### src/rtl/rsp_pkg.sv
package rsp_pkg;

    // Control states of the ratio sync generator
    typedef enum logic [1:0] {
        ST_LATCH  = 2'd0,   // reset held: capture ratios
        ST_SEARCH = 2'd1,   // stepping running multiples toward the LCM
        ST_RUN    = 2'd2,   // phase counter active
        ST_HALT   = 2'd3    // invalid ratio captured: outputs idle
    } rsp_state_t;

endpackage

### src/rtl/rsp_lcm_engine.sv
// Iterative least-common-multiple finder: two running multiples, the
// smaller one advances by its own ratio each step until they are equal.
module rsp_lcm_engine #(
    parameter int RATIO_W = 6,
    parameter int CNT_W   = 2 * RATIO_W
) (
    input  logic               clk,
    input  logic               rst,
    input  logic               load,
    input  logic               step,
    input  logic [RATIO_W-1:0] ratio_a,
    input  logic [RATIO_W-1:0] ratio_c,
    output logic               done,
    output logic [CNT_W-1:0]   lcm
);

    logic [CNT_W-1:0] mult_a;
    logic [CNT_W-1:0] mult_c;

    always_ff @(posedge clk) begin
        if (rst) begin
            mult_a <= '0;
            mult_c <= '0;
        end else if (load) begin
            mult_a <= CNT_W'(ratio_a);
            mult_c <= CNT_W'(ratio_c);
        end else if (step && !done) begin
            if (mult_a < mult_c) begin
                mult_a <= mult_a + CNT_W'(ratio_a);
            end else begin
                mult_c <= mult_c + CNT_W'(ratio_c);
            end
        end
    end

    assign done = (mult_a == mult_c);
    assign lcm  = mult_a;

endmodule

### src/rtl/rsp_clk_div.sv
// Even divider with a registered 50% output; its phase restarts at zero
// whenever run is low, so all dividers start aligned with the master count.
module rsp_clk_div #(
    parameter int RATIO_W = 6
) (
    input  logic               clk,
    input  logic               rst,
    input  logic               run,
    input  logic [RATIO_W-1:0] ratio,
    output logic               clk_out
);

    logic [RATIO_W-1:0] phase;
    logic [RATIO_W-1:0] half;
    logic               wrap;

    assign half = ratio >> 1;
    assign wrap = (phase == ratio - RATIO_W'(1));

    always_ff @(posedge clk) begin
        if (rst || !run) begin
            phase   <= '0;
            clk_out <= 1'b0;
        end else begin
            clk_out <= (phase < half);
            phase   <= wrap ? '0 : phase + RATIO_W'(1);
        end
    end

endmodule

### src/rtl/dual_ratio_sync.sv
module dual_ratio_sync #(
    parameter int RATIO_W   = 6,
    parameter int RATIO_MIN = 2,
    parameter int RATIO_MAX = 40
) (
    input  logic               clk,
    input  logic               rst,
    input  logic [RATIO_W-1:0] ratio_a,
    input  logic [RATIO_W-1:0] ratio_c,
    output logic               clk_a,
    output logic               clk_c,
    output logic               sync_n,
    output logic               cfg_ok
);
    import rsp_pkg::*;

    localparam int CNT_W  = 2 * RATIO_W;
    localparam int N_DIV  = 2;

    rsp_state_t         state;
    rsp_state_t         state_nxt;

    logic [RATIO_W-1:0] ra_q;
    logic [RATIO_W-1:0] rc_q;
    logic [RATIO_W-1:0] rmin_q;
    logic [CNT_W-1:0]   lcm_q;
    logic [CNT_W-1:0]   phase_cnt;
    logic [CNT_W-1:0]   pulse_start;
    logic               sync_q;
    logic               both_ok;
    logic               lcm_done;
    logic [CNT_W-1:0]   lcm_val;
    logic               running;
    logic [RATIO_W-1:0] div_ratio [N_DIV];
    logic [N_DIV-1:0]   div_out;

    function automatic logic ratio_ok(input logic [RATIO_W-1:0] r);
        return (r[0] == 1'b0)
            && (r >= RATIO_W'(RATIO_MIN))
            && (r <= RATIO_W'(RATIO_MAX));
    endfunction

    assign both_ok = ratio_ok(ra_q) && ratio_ok(rc_q);
    assign running = (state == ST_RUN);

    // Ratio capture: only while reset is held
    always_ff @(posedge clk) begin
        if (rst) begin
            ra_q   <= ratio_a;
            rc_q   <= ratio_c;
            rmin_q <= (ratio_a < ratio_c) ? ratio_a : ratio_c;
        end
    end

    // State register
    always_ff @(posedge clk) begin
        if (rst) begin
            state <= ST_LATCH;
        end else begin
            state <= state_nxt;
        end
    end

    // Next-state logic
    always_comb begin
        state_nxt = state;
        unique case (state)
            ST_LATCH:  state_nxt = both_ok ? ST_SEARCH : ST_HALT;
            ST_SEARCH: state_nxt = lcm_done ? ST_RUN : ST_SEARCH;
            ST_RUN:    state_nxt = ST_RUN;
            ST_HALT:   state_nxt = ST_HALT;
        endcase
    end

    rsp_lcm_engine #(
        .RATIO_W (RATIO_W),
        .CNT_W   (CNT_W)
    ) i_lcm (
        .clk     (clk),
        .rst     (rst),
        .load    (state == ST_LATCH),
        .step    (state == ST_SEARCH),
        .ratio_a (ra_q),
        .ratio_c (rc_q),
        .done    (lcm_done),
        .lcm     (lcm_val)
    );

    // LCM capture and master phase counter
    always_ff @(posedge clk) begin
        if (rst) begin
            lcm_q     <= '0;
            phase_cnt <= '0;
        end else begin
            if (state == ST_SEARCH && lcm_done) begin
                lcm_q <= lcm_val;
            end
            if (!running) begin
                phase_cnt <= '0;
            end else if (phase_cnt == lcm_q - CNT_W'(1)) begin
                phase_cnt <= '0;
            end else begin
                phase_cnt <= phase_cnt + CNT_W'(1);
            end
        end
    end

    // Divided clocks
    assign div_ratio[0] = ra_q;
    assign div_ratio[1] = rc_q;

    for (genvar g = 0; g < N_DIV; g++) begin : g_div
        rsp_clk_div #(
            .RATIO_W (RATIO_W)
        ) i_div (
            .clk     (clk),
            .rst     (rst),
            .run     (running),
            .ratio   (div_ratio[g]),
            .clk_out (div_out[g])
        );
    end

    // Sync marker: low over the last min-ratio counts before the wrap
    assign pulse_start = lcm_q - CNT_W'(rmin_q);

    always_ff @(posedge clk) begin
        if (rst || !running) begin
            sync_q <= 1'b1;
        end else begin
            sync_q <= !(phase_cnt >= pulse_start);
        end
    end

    // Outputs
    always_comb begin
        clk_a  = div_out[0];
        clk_c  = div_out[1];
        sync_n = sync_q;
        cfg_ok = (state == ST_SEARCH) || (state == ST_RUN);
    end

endmodule

### config.mk
export PLATFORM = sky130hd
export DESIGN_NAME = dual_ratio_sync
export DESIGN_NICKNAME = d
export VERILOG_FILES = /design/src/rtl/rsp_pkg.sv /design/src/rtl/rsp_lcm_engine.sv /design/src/rtl/rsp_clk_div.sv /design/src/rtl/dual_ratio_sync.sv
export SDC_FILE = /design/constraint.sdc
export NUM_CORES = 1
export LEC_CHECK = 0
export BUFFER_PORTS_ARGS = -buffer_cell sky130_fd_sc_hd__buf_4
export CAP_MARGIN = 20
export CORE_ASPECT_RATIO = 1.2
export CORE_MARGIN = 4
export CORE_UTILIZATION = 65
export DETAILED_ROUTE_END_ITERATION = 16
export GPL_TIMING_DRIVEN = 0
export MAX_ROUTING_LAYER = met4
export PLACE_DENSITY = 0.83
export SETUP_SLACK_MARGIN = 0.4
export SLEW_MARGIN = 20
export SYNTH_ARGS = -nofsm -noshare
export SYNTH_HDL_FRONTEND = slang
export SYNTH_SLANG_ARGS = --single-unit
### constraint.sdc
create_clock -name clk -period 8 [get_ports clk]
set_input_delay 0.4 -clock clk [delete_from_list [all_inputs] [get_ports clk]]
set_output_delay 0.4 -clock clk [all_outputs]
set_load 0.05 [all_outputs]
==> results of run 1 <==
report_power, final:
part           switching (mW)  internal (mW)
logic                   0.438          0.265
registers              0.0575          0.480
clock network           0.169          0.116
routing by layer:
layer / GRT usage [%] / wire [um] / vias to the layer above
li1: - / - / 2401
met1: 29.8 / 5390 / 2322
met2: 48.2 / 7100 / 114
met3: 3.05 / 413 / 40
met4: 15.8 / 487 / 0
met5: - / 0 / -
per-stage QoR:
step                cell area (um^2)  utilization (%)  std cells
detailed placement              6000             70.1        786
finish                          6180             72.2        802
global placement                6000             70.1        786
floorplan                       5730                -        652
CTS                             6180             72.2        802
global route                    6180             72.2        802
kinds of logic (layout without fill, tap and decap cells):
group,count (synthesis),in the layout,share of synthesized area [%]
multiplexers,14,14,2.62
adder cells (fa/ha/maj),68,68,15.2
flip-flops,83,83,32.2
XOR/XNOR,57,57,8.72
AND/OR/NAND/NOR,212,212,18.5
buffers and inverters,79,112,5.90
AO/OA/AOI/OAI,139,139,16.9
worst max-delay path by stage:
stage | start | to | slack [ns] | cells after the start
after floorplan | lcm_q[0] | sync_n | 5.10 | 15
after global placement | lcm_q[0] | sync_n | 4.72 | 15
after detailed placement | lcm_q[0] | sync_n | 4.64 | 15
after CTS | lcm_q[0] | sync_n | 4.62 | 15
after global routing | lcm_q[0] | sync_n | 4.40 | 15
final | lcm_q[0] | sync_n | 4.61 | 15
area by class of cell:
cell class / instances / share of cell area [%]
repair buffers: 17 / 2.07
flip-flops and latches: 83 / 29.8
clock buffers: 10 / 2.07
inverters: 57 / 3.46
well taps: 117 / 2.37
clock inverters: 6 / 0.810
multi-input cells: 490 / 57.4
plain buffers: 22 / 2.00
flip-flops by register name, indices dropped and copies added, names as in the netlist:
| signal | flops |
|---|---|
| g_div.i_div.clk_out | 2 |
| g_div.i_div.phase | 12 |
| i_lcm.lcm | 12 |
| i_lcm.mult_c | 12 |
| lcm_q | 12 |
| phase_cnt | 12 |
| ra_q | 6 |
| rc_q | 6 |
| rmin_q | 6 |
| state | 2 |
| sync_n | 1 |
placed cells by master, fill, tap and decap left out, types with 4 or more instances in the layout:
| master | netlist | final |
|---|---|---|
| buf_4 | 0 | 17 |
| clkbuf_8 | 2 | 11 |
| a21oi_1 | 34 | 34 |
| nand3_1 | 21 | 21 |
| buf_2 | 4 | 4 |
| xnor2_1 | 34 | 34 |
| ha_1 | 65 | 65 |
| o21ai_0 | 23 | 23 |
| dfxtp_1 | 65 | 65 |
| clkinvlp_4 | 0 | 4 |
| and3_2 | 4 | 4 |
| o21bai_1 | 5 | 5 |
| o311ai_0 | 4 | 4 |
| nand4_1 | 8 | 8 |
| nor2_1 | 45 | 45 |
| nor2b_1 | 4 | 4 |
| o31ai_1 | 5 | 5 |
| and3_1 | 5 | 5 |
| a41o_1 | 5 | 5 |
| inv_1 | 57 | 57 |
| mux2_2 | 8 | 8 |
| mux2i_1 | 6 | 6 |
| nor3_1 | 21 | 21 |
| a311oi_1 | 10 | 10 |
| a21o_1 | 11 | 11 |
| a2111oi_0 | 4 | 4 |
| edfxtp_1 | 18 | 18 |
| nor4_1 | 9 | 9 |
| nand2b_1 | 8 | 8 |
| a211oi_1 | 6 | 6 |
| nand2_1 | 59 | 59 |
| xor2_1 | 23 | 23 |
| clkbuf_1 | 12 | 13 |
| or3_1 | 7 | 7 |
| o211ai_1 | 6 | 6 |
==> results.sh, run 1 <==
export IMPL_clock_skew_ns=0.00918
export IMPL_crit_buf_inv=2
export IMPL_dieHeight_um=111
export IMPL_hold_path_depth=1
export IMPL_fin_crit_sh_pct=42.4
export IMPL_synth_top_area_share_pct=22.7
export IMPL_crit_slowest_cell="fa_1"
export IMPL_cts_root_buffer_cell="clkbuf_8"
export IMPL_endpoint_kind="register"
export IMPL_cp_top_family="compound AO/OA/AOI/OAI gates"
export IMPL_reg2reg_depth=15
export IMPL_grt_max_degree=28
export IMPL_max_freq_mhz=295
export IMPL_netlist_cell_type_count=68
export IMPL_num_vias=4877
export IMPL_place_gp_congestion=0.904
export IMPL_power_density_nw_per_um2=247
export IMPL_nets=762
export IMPL_coreArea_um2=8560
export IMPL_detail_route_first_pass_iterations=5
export IMPL_yosys_register_bits=83
export IMPL_synth_nets=734
export IMPL_slew_viol_final=0
export IMPL_initial_core_util_pct=66.9
export IMPL_final_setup_worst_slack_ns=4.61
export IMPL_n_antenna_cell=0
export IMPL_whs_endpoint="ra_q[0]"
export IMPL_fillerInstances=680
export IMPL_drive_gt1_share_pct=9.64
export IMPL_antenna_left=0
export IMPL_r2r_start="lcm_q[0]"
export IMPL_grt_pass1_wl_um=22500
export IMPL_io_pins=18
export IMPL_clkSlewWorstSetupHoldPaths_ns=0.09
export IMPL_hold_buffers=0
export IMPL_synthArstFlopShare_pct=0
export IMPL_hold_violations=0
export IMPL_post_cts_buffers=0
export IMPL_setup_viol=0
export IMPL_cp_max_fo=6
export IMPL_tightest_slew_ns=0.917
export IMPL_regArea_um2=1840
export IMPL_worst_path_most_repeated_cell="a21o_1"
export IMPL_chipWidth_um=93.7
export IMPL_fin_tns_setup_ns=0
export IMPL_cts_resized=0
export IMPL_synth_edff_count=18
export IMPL_hp_start="ratio_a[0]"
export IMPL_cap_violations=0
export IMPL_rows=37
export IMPL_area_delta_synth_final_pct=7.89
export IMPL_cp_data_arrival_time_ns=3.70
export IMPL_cts_max_level=3
export IMPL_synth_seq_area_share_pct=32.2
export IMPL_avgSynthCellArea_um2=8.79
export IMPL_synth_common_cells="dfxtp_1 (65), ha_1 (65), nand2_1 (59), inv_1 (57), nor2_1 (45)"
export IMPL_rsz0062_at_grt="false"
export IMPL_dp_slack_ns=4.64
export IMPL_netlist_area_um2=5730
export IMPL_holdWs_ns=0.219
export IMPL_cp_required_ns=8.31
export IMPL_remaining_drc_errors=0
export IMPL_yosys_top_cells_area="dfxtp_1 (23%), ha_1 (14%), edfxtp_1 (9.4%), xnor2_1 (5.2%), nand2_1 (3.9%)"
export IMPL_min_period_ns=3.39
export IMPL_viasPerCell=6.08
export IMPL_outcome="finished clean"
export IMPL_p_total_mw=1.53
export IMPL_io_buffers=17
export IMPL_drtIter0Drc=289
export IMPL_synth_area_leader_cell="dfxtp_1"
export IMPL_track_usage_pct=27.6
export IMPL_yosys_warnings=0
export IMPL_tritoncts="done"
export IMPL_grt_antenna_before_repair=0
export IMPL_p_leak_nw=2.60
export IMPL_grt_remaining_overflow=0
export IMPL_cts_sinks=83
export IMPL_ir_drop_mv=0.199
export IMPL_clockBufferDepth=2
export IMPL_rrSetupSlack_ns=4.61
export IMPL_r2r_end="sync_n"
export IMPL_grt_pass1_vias=4969
export IMPL_dp_hpwl_um=10500
export IMPL_crit_chain="inv_1, ha_1, inv_1, fa_1, a21o_1, a21oi_1, o21bai_1, a21o_1, nor4b_1, xnor2_1, ha_1, a21o_1, a21oi_1, o2111ai_1, nand2_1"
export IMPL_wl_per_cell_um=16.7
export IMPL_min_path_type="primary input to register"
export IMPL_multiInputGateArea_um2=3550
export IMPL_wl_um=13400
export IMPL_worstSetupPathType="register to register"
export IMPL_synthFlopType="dfxtp_1"
export IMPL_dieArea_um2=10400
export IMPL_cp_slowest_stage_delay_ns=0.41
export IMPL_numCtsBuffers=9
export IMPL_cp_start_kind="register"
export IMPL_insertion_delay_ns=0.37
export IMPL_syn_inst=652
export IMPL_slew_headroom_pct=38.4
Power figures use the tool's default switching activity.
==> run 2, diff against run 1 <==
Settings changed: ABC_AREA set to 1, CORE_UTILIZATION 65 to 57, PLACE_DENSITY 0.83 to 0.77.
Clock period 8 ns to 2.8 ns, I/O delays scaled along.
==> run 2 against run 1 <==
Global-route usage decreased by 1.2 points. Worst hold slack got worse by 0.027 ns. Clock skew increased by 0.0031 ns. Total power increased to 4.2 times the previous value. Core utilization decreased by 3.8 points. Register-to-register slack got worse by 4.5 ns. Largest power group unchanged.
==> results.sh, run 2 <==
export IMPL_holdWs_ns=0.192
export IMPL_insertion_delay_ns=0.35
export IMPL_setup_viol=0
export IMPL_grt_max_degree=22
export IMPL_area_delta_synth_final_pct=15.3
export IMPL_grt_pass1_wl_um=25000
export IMPL_cts_max_level=3
export IMPL_synth_top_area_share_pct=21.6
export IMPL_wl_um=15400
export IMPL_yosys_top_cells_area="dfxtp_1 (22%), ha_1 (14%), nand2_1 (12%), edfxtp_1 (9.0%), inv_1 (7.1%)"
export IMPL_worst_path_most_repeated_cell="nand2_2"
export IMPL_cp_slowest_stage_delay_ns=0.38
export IMPL_rows=40
export IMPL_numCtsBuffers=9
export IMPL_nets=980
export IMPL_endpoint_kind="register"
export IMPL_synth_area_leader_cell="dfxtp_1"
export IMPL_power_density_nw_per_um2=930
export IMPL_clockBufferDepth=2
export IMPL_min_period_ns=2.68
export IMPL_clock_skew_ns=0.0123
export IMPL_netlist_area_um2=6020
export IMPL_worstSetupPathType="register to register"
export IMPL_drtIter0Drc=426
export IMPL_place_gp_congestion=0.913
export IMPL_slew_headroom_pct=65.7
export IMPL_rsz0062_at_grt="true"
export IMPL_crit_chain="ha_4, inv_2, fa_2, nand3_2, nand3_2, nand2_2, nand2_2, a21oi_4, nand2_2, xor2_1, ha_1, nand2_2, buf_6, nor2_4, nand3_2, nand4_1, nand2_1"
export IMPL_grt_pass1_vias=5580
export IMPL_dieArea_um2=12300
export IMPL_hold_path_depth=1
export IMPL_coreArea_um2=10200
export IMPL_synth_seq_area_share_pct=30.6
export IMPL_p_leak_nw=3.24
export IMPL_max_freq_mhz=373
export IMPL_synth_most_common_cell="nand2_1"
export IMPL_fin_crit_sh_pct=95.7
export IMPL_yosys_register_bits=83
export IMPL_chipWidth_um=102
export IMPL_tightest_slew_ns=0.515
export IMPL_wl_per_cell_um=15.0
export IMPL_num_vias=5658
export IMPL_p_total_mw=6.46
export IMPL_ir_drop_mv=0.732
export IMPL_n_antenna_cell=0
export IMPL_avgSynthCellArea_um2=7.09
export IMPL_dp_hpwl_um=11100
export IMPL_final_cell_mix="nand2_1 (187), inv_1 (110), nor2_1 (91), a21oi_1 (64), dfxtp_1 (63)"
export IMPL_drive_gt1_share_pct=9.97
export IMPL_slew_viol_final=0
export IMPL_grt_antenna_before_repair=0
export IMPL_cp_max_fo=3
export IMPL_cap_violations=0
export IMPL_tritoncts="done"
export IMPL_reg2reg_depth=17
export IMPL_hold_violations=0
export IMPL_yosys_warnings=0
export IMPL_clkSlewWorstSetupHoldPaths_ns=0.07
export IMPL_grt_remaining_overflow=0
export IMPL_final_common_cell="nand2_1"
export IMPL_dieHeight_um=121
export IMPL_min_path_type="primary input to register"
export IMPL_cp_start_kind="register"
export IMPL_viasPerCell=5.50
export IMPL_netlist_cell_type_count=34
export IMPL_cp_data_arrival_time_ns=2.91
export IMPL_initial_core_util_pct=59.3
export IMPL_remaining_drc_errors=0
export IMPL_io_buffers=17
export IMPL_cts_sinks=83
export IMPL_antenna_left=0
export IMPL_rrSetupSlack_ns=0.12
export IMPL_track_usage_pct=26.4
export IMPL_detail_route_first_pass_iterations=5
export IMPL_synthFlopType="dfxtp_1"
export IMPL_synthArstFlopShare_pct=0
export IMPL_cts_root_buffer_cell="clkbuf_16"
export IMPL_outcome="finished clean"
export IMPL_synth_edff_count=18
export IMPL_synth_common_cells="nand2_1 (192), inv_1 (114), nor2_1 (94), a21oi_1 (66)"
export IMPL_crit_slowest_cell="edfxtp_1"
export IMPL_io_pins=18
export IMPL_synth_nets=931
export IMPL_syn_inst=849
export IMPL_cp_required_ns=3.03
run 2: final timing paths:
kind | from | endpoint
worst min-delay path | rst | rc_q[4]
worst max-delay path | rmin_q[0] | sync_n
worst max register to register | rmin_q[0] | sync_n
worst min register to register | phase_cnt[0] | phase_cnt[0]
run 2: worst max-delay path, delay by kind of cell, from the launching register on:
kind,cells,cell delay (ns)
AO/OA/AOI/OAI,1,0.20
XOR/XNOR,1,0.15
adder cells (fa/ha/maj),3,0.80
buffers and inverters,2,0.15
flip-flops,1,0.38
AND/OR/NAND/NOR,10,0.85
run 2: what timing repair did:
item                                   4_1_cts  5_1_grt
hold buffers                                12        0
setup endpoints to repair                    1        1
buffers inserted                             6        3
endpoints found under the hold margin       12        0
pin swaps                                   14       12
resized for setup                           14       14
run 2: metal layers:
metal | wire (um) | vias to the layer above | track usage, %
met4 | 622 | 0 | 13.3
met3 | 514 | 43 | 5.37
met2 | 7970 | 141 | 45.2
li1 | - | 2861 | -
met5 | 0 | - | -
met1 | 6300 | 2613 | 28.8
run 2: metrics by stage:
stage	cells	TNS [ns]	instance area, um^2	utilization, %	setup slack (ns)
floorplan	849	0	6030	-	0.419
global placement	992	-0.000190	6320	62.2	-0.000190
detailed placement	992	-0.0516	6320	62.2	-0.0516
global route	1029	0	6940	68.3	0.0116
CTS	1026	0	6860	67.5	0.132
finish	1029	0	6940	68.3	0.120
run 2: cells by family after synthesis:
kind of cell / count (synthesis) / synth area share [%]
simple gates: 389 / 27.4
buf+inv: 129 / 8.39
compound gates: 121 / 10.6
flops: 83 / 30.6
fa+ha+maj: 68 / 14.5
xor+xnor: 59 / 8.58
run 2: power breakdown:
part,switching (mW),internal (mW),total [mW]
Clock,0.532,0.789,1.32
Sequential,0.211,1.43,1.64
Combinational,2.20,1.30,3.50
run 2: final cells by class:
type | instances | area [um^2]
clock inverters | 7 | 101
inverters | 117 | 439
fillers | 847 | 3220
repair buffers | 38 | 319
plain buffers | 12 | 66.3
multi-input cells | 637 | 3790
clock buffers | 9 | 225
flip-flops and latches | 83 | 1840
well taps | 126 | 158
==> run 3, diff against run 2 <==
Settings changed: CORE_UTILIZATION 57 to 63, PLACE_DENSITY 0.77 to 0.81.
Clock period 2.8 ns to 2.7 ns, I/O delays scaled along.
==> run 3 against run 2 <==
The flow now finishes with violations (negative setup slack). Worst setup slack worse by 0.18 ns. Final area down 2.2%. Final cell count down 0.78%. Sequential share of layout area up 0.57 points. Clock-buffer cell count up 1. Sequential cell count unchanged. Routed wire length down 2.0%. Combinational power up 5%. Sequential power up 3%. Largest power group unchanged.
==> results.sh, run 3 (synthesis gave the netlist of run 2 again) <==
export IMPL_cap_violations=0
export IMPL_wl_um=15100
export IMPL_cp_max_fo=3
export IMPL_grt_pass1_vias=5669
export IMPL_ir_drop_mv=0.792
export IMPL_p_leak_nw=3.17
export IMPL_cp_start_kind="register"
export IMPL_viasPerCell=5.51
export IMPL_fillerInstances=728
export IMPL_setup_viol=1
export IMPL_crit_slowest_cell="fa_2"
export IMPL_io_buffers=17
export IMPL_worstSetupPathType="register to register"
export IMPL_grt_max_degree=22
export IMPL_place_gp_congestion=0.923
export IMPL_tritoncts="done"
export IMPL_hold_violations=0
export IMPL_cts_sinks=83
export IMPL_remaining_drc_errors=0
export IMPL_chipWidth_um=97.3
export IMPL_gr_usage_met1_pct=31.0
export IMPL_final_setup_worst_slack_ns=-0.0566
export IMPL_regArea_um2=1840
export IMPL_coreArea_um2=9180
export IMPL_r2r_start="lcm_q[0]"
export IMPL_crit_path_start="lcm_q[0]"
export IMPL_grt_antenna_before_repair=0
export IMPL_clock_skew_ns=0.00490
export IMPL_num_vias=5623
export IMPL_cp_slowest_stage_delay_ns=0.39
export IMPL_outcome="complete, but fails checks"
export IMPL_track_usage_pct=28.5
export IMPL_hp_start="rst"
export IMPL_io_pins=18
export IMPL_fin_tns_setup_ns=-0.0566
export IMPL_whs_endpoint="ra_q[3]"
export IMPL_min_period_ns=2.76
export IMPL_clkSlewWorstSetupHoldPaths_ns=0.09
export IMPL_rows=38
export IMPL_grt_busiest_layer="met2"
export IMPL_dieHeight_um=115
export IMPL_clockBufferDepth=2
export IMPL_rsz0062_at_grt="true"
export IMPL_worst_path_most_repeated_cell="nand2_2"
export IMPL_crit_chain="inv_2, ha_4, inv_2, fa_2, nand3_2, nand3_2, nand2_2, nand2_2, a21oi_4, nand2_2, xor2_1, ha_1, nand2_2, nor2_2, a211oi_2, nand4_1, nand2_1"
export IMPL_fin_crit_sh_pct=102
export IMPL_endpoint_kind="register"
export IMPL_cp_data_arrival_time_ns=3.06
export IMPL_wl_per_cell_um=14.8
export IMPL_detail_route_first_pass_iterations=5
export IMPL_final_common_cell="nand2_1"
export IMPL_insertion_delay_ns=0.36
export IMPL_drtIter0Drc=385
export IMPL_grt_remaining_overflow=0
export IMPL_violations="negative setup slack"
export IMPL_n_antenna_cell=0
export IMPL_area_delta_synth_final_pct=12.7
export IMPL_power_density_nw_per_um2=926
export IMPL_slew_headroom_pct=70.2
export IMPL_nets=978
export IMPL_hold_path_depth=1
export IMPL_final_cell_mix="nand2_1 (187), inv_1 (111), nor2_1 (90), a21oi_1 (64), dfxtp_1 (64)"
export IMPL_slew_viol_final=0
export IMPL_max_freq_mhz=363
export IMPL_grt_use_met3_pct=3.94
export IMPL_multiInputGateArea_um2=3790
export IMPL_cts_root_buffer_cell="clkbuf_8"
export IMPL_p_total_mw=6.28
export IMPL_dieArea_um2=11200
export IMPL_reg2reg_depth=17
export IMPL_drive_gt1_share_pct=9.54
export IMPL_antenna_left=0
export IMPL_tightest_slew_ns=0.448
export IMPL_initial_core_util_pct=65.6
export IMPL_rrSetupSlack_ns=-0.06
export IMPL_r2r_end="sync_n"
export IMPL_grt_pass1_wl_um=25300
export IMPL_cts_max_level=3
export IMPL_min_path_type="primary input to register"
export IMPL_cp_required_ns=3.01
export IMPL_use_met2_pct=51.7
export IMPL_numCtsBuffers=9
export IMPL_holdWs_ns=0.173
export IMPL_dp_hpwl_um=11600
## run 3: per-layer routing
layer / part of all wire (%) / wire [um] / vias to the layer above
met4: 3.8 / 570 / 0
met3: 3.2 / 484 / 45
met1: 40 / 6030 / 2609
met5: 0 / 0 / -
met2: 53 / 8020 / 123
li1: - / - / 2846
## run 3: worst max-delay path: cells and delay by family, from the launching register on
kind	cells	cell delay, ns
flip-flops	1	0.33
AO/OA/AOI/OAI	2	0.44
XOR/XNOR	1	0.15
adder cells (fa/ha/maj)	3	0.83
buffers and inverters	2	0.12
AND/OR/NAND/NOR	9	0.83
## run 3: final cells by class
class                           instances  share of cell area [%]
Buffer                                 12                   0.977
Clock buffer                           10                    2.03
Clock inverter                          6                   0.958
Inverter                              117                    6.47
Multi-Input combinational cell        637                    55.8
Sequential cell                        83                    27.1
Tap cell                              120                    2.21
Timing Repair Buffer                   36                    4.42
## run 3: worst max-delay path by stage
| stage | end | slack (ns) | depth (start not counted) |
|---|---|---|---|
| floorplan | sync_n | 0.34 | 18 |
| global placement | sync_n | -0.07 | 17 |
| detailed placement | sync_n | -0.16 | 18 |
| CTS | sync_n | 0.03 | 15 |
| global route | sync_n | -0.25 | 14 |
| finish | sync_n | -0.06 | 17 |
## run 3: through the flow
stage               utilization, %  instance area, um^2  setup slack (ns)  instances
floorplan                        -                 6040             0.341        849
global placement              68.9                 6320           -0.0705        986
detailed placement            68.9                 6320            -0.159        986
CTS                           72.8                 6680            0.0346       1018
global route                  74.0                 6790            -0.249       1021
finish                        74.0                 6790           -0.0566       1021
## run 3: timing repair
item,CTS,global route
setup buffers,4,3
hold buffers,12,0
resized for setup,2,22
endpoints found under the setup margin,1,7
hold endpoints to repair,12,0
pin swaps,4,15
## run 3: power by group
part | internal (mW) | switching [mW]
Clock | 0.451 | 0.482
Sequential | 1.48 | 0.217
Combinational | 1.35 | 2.31
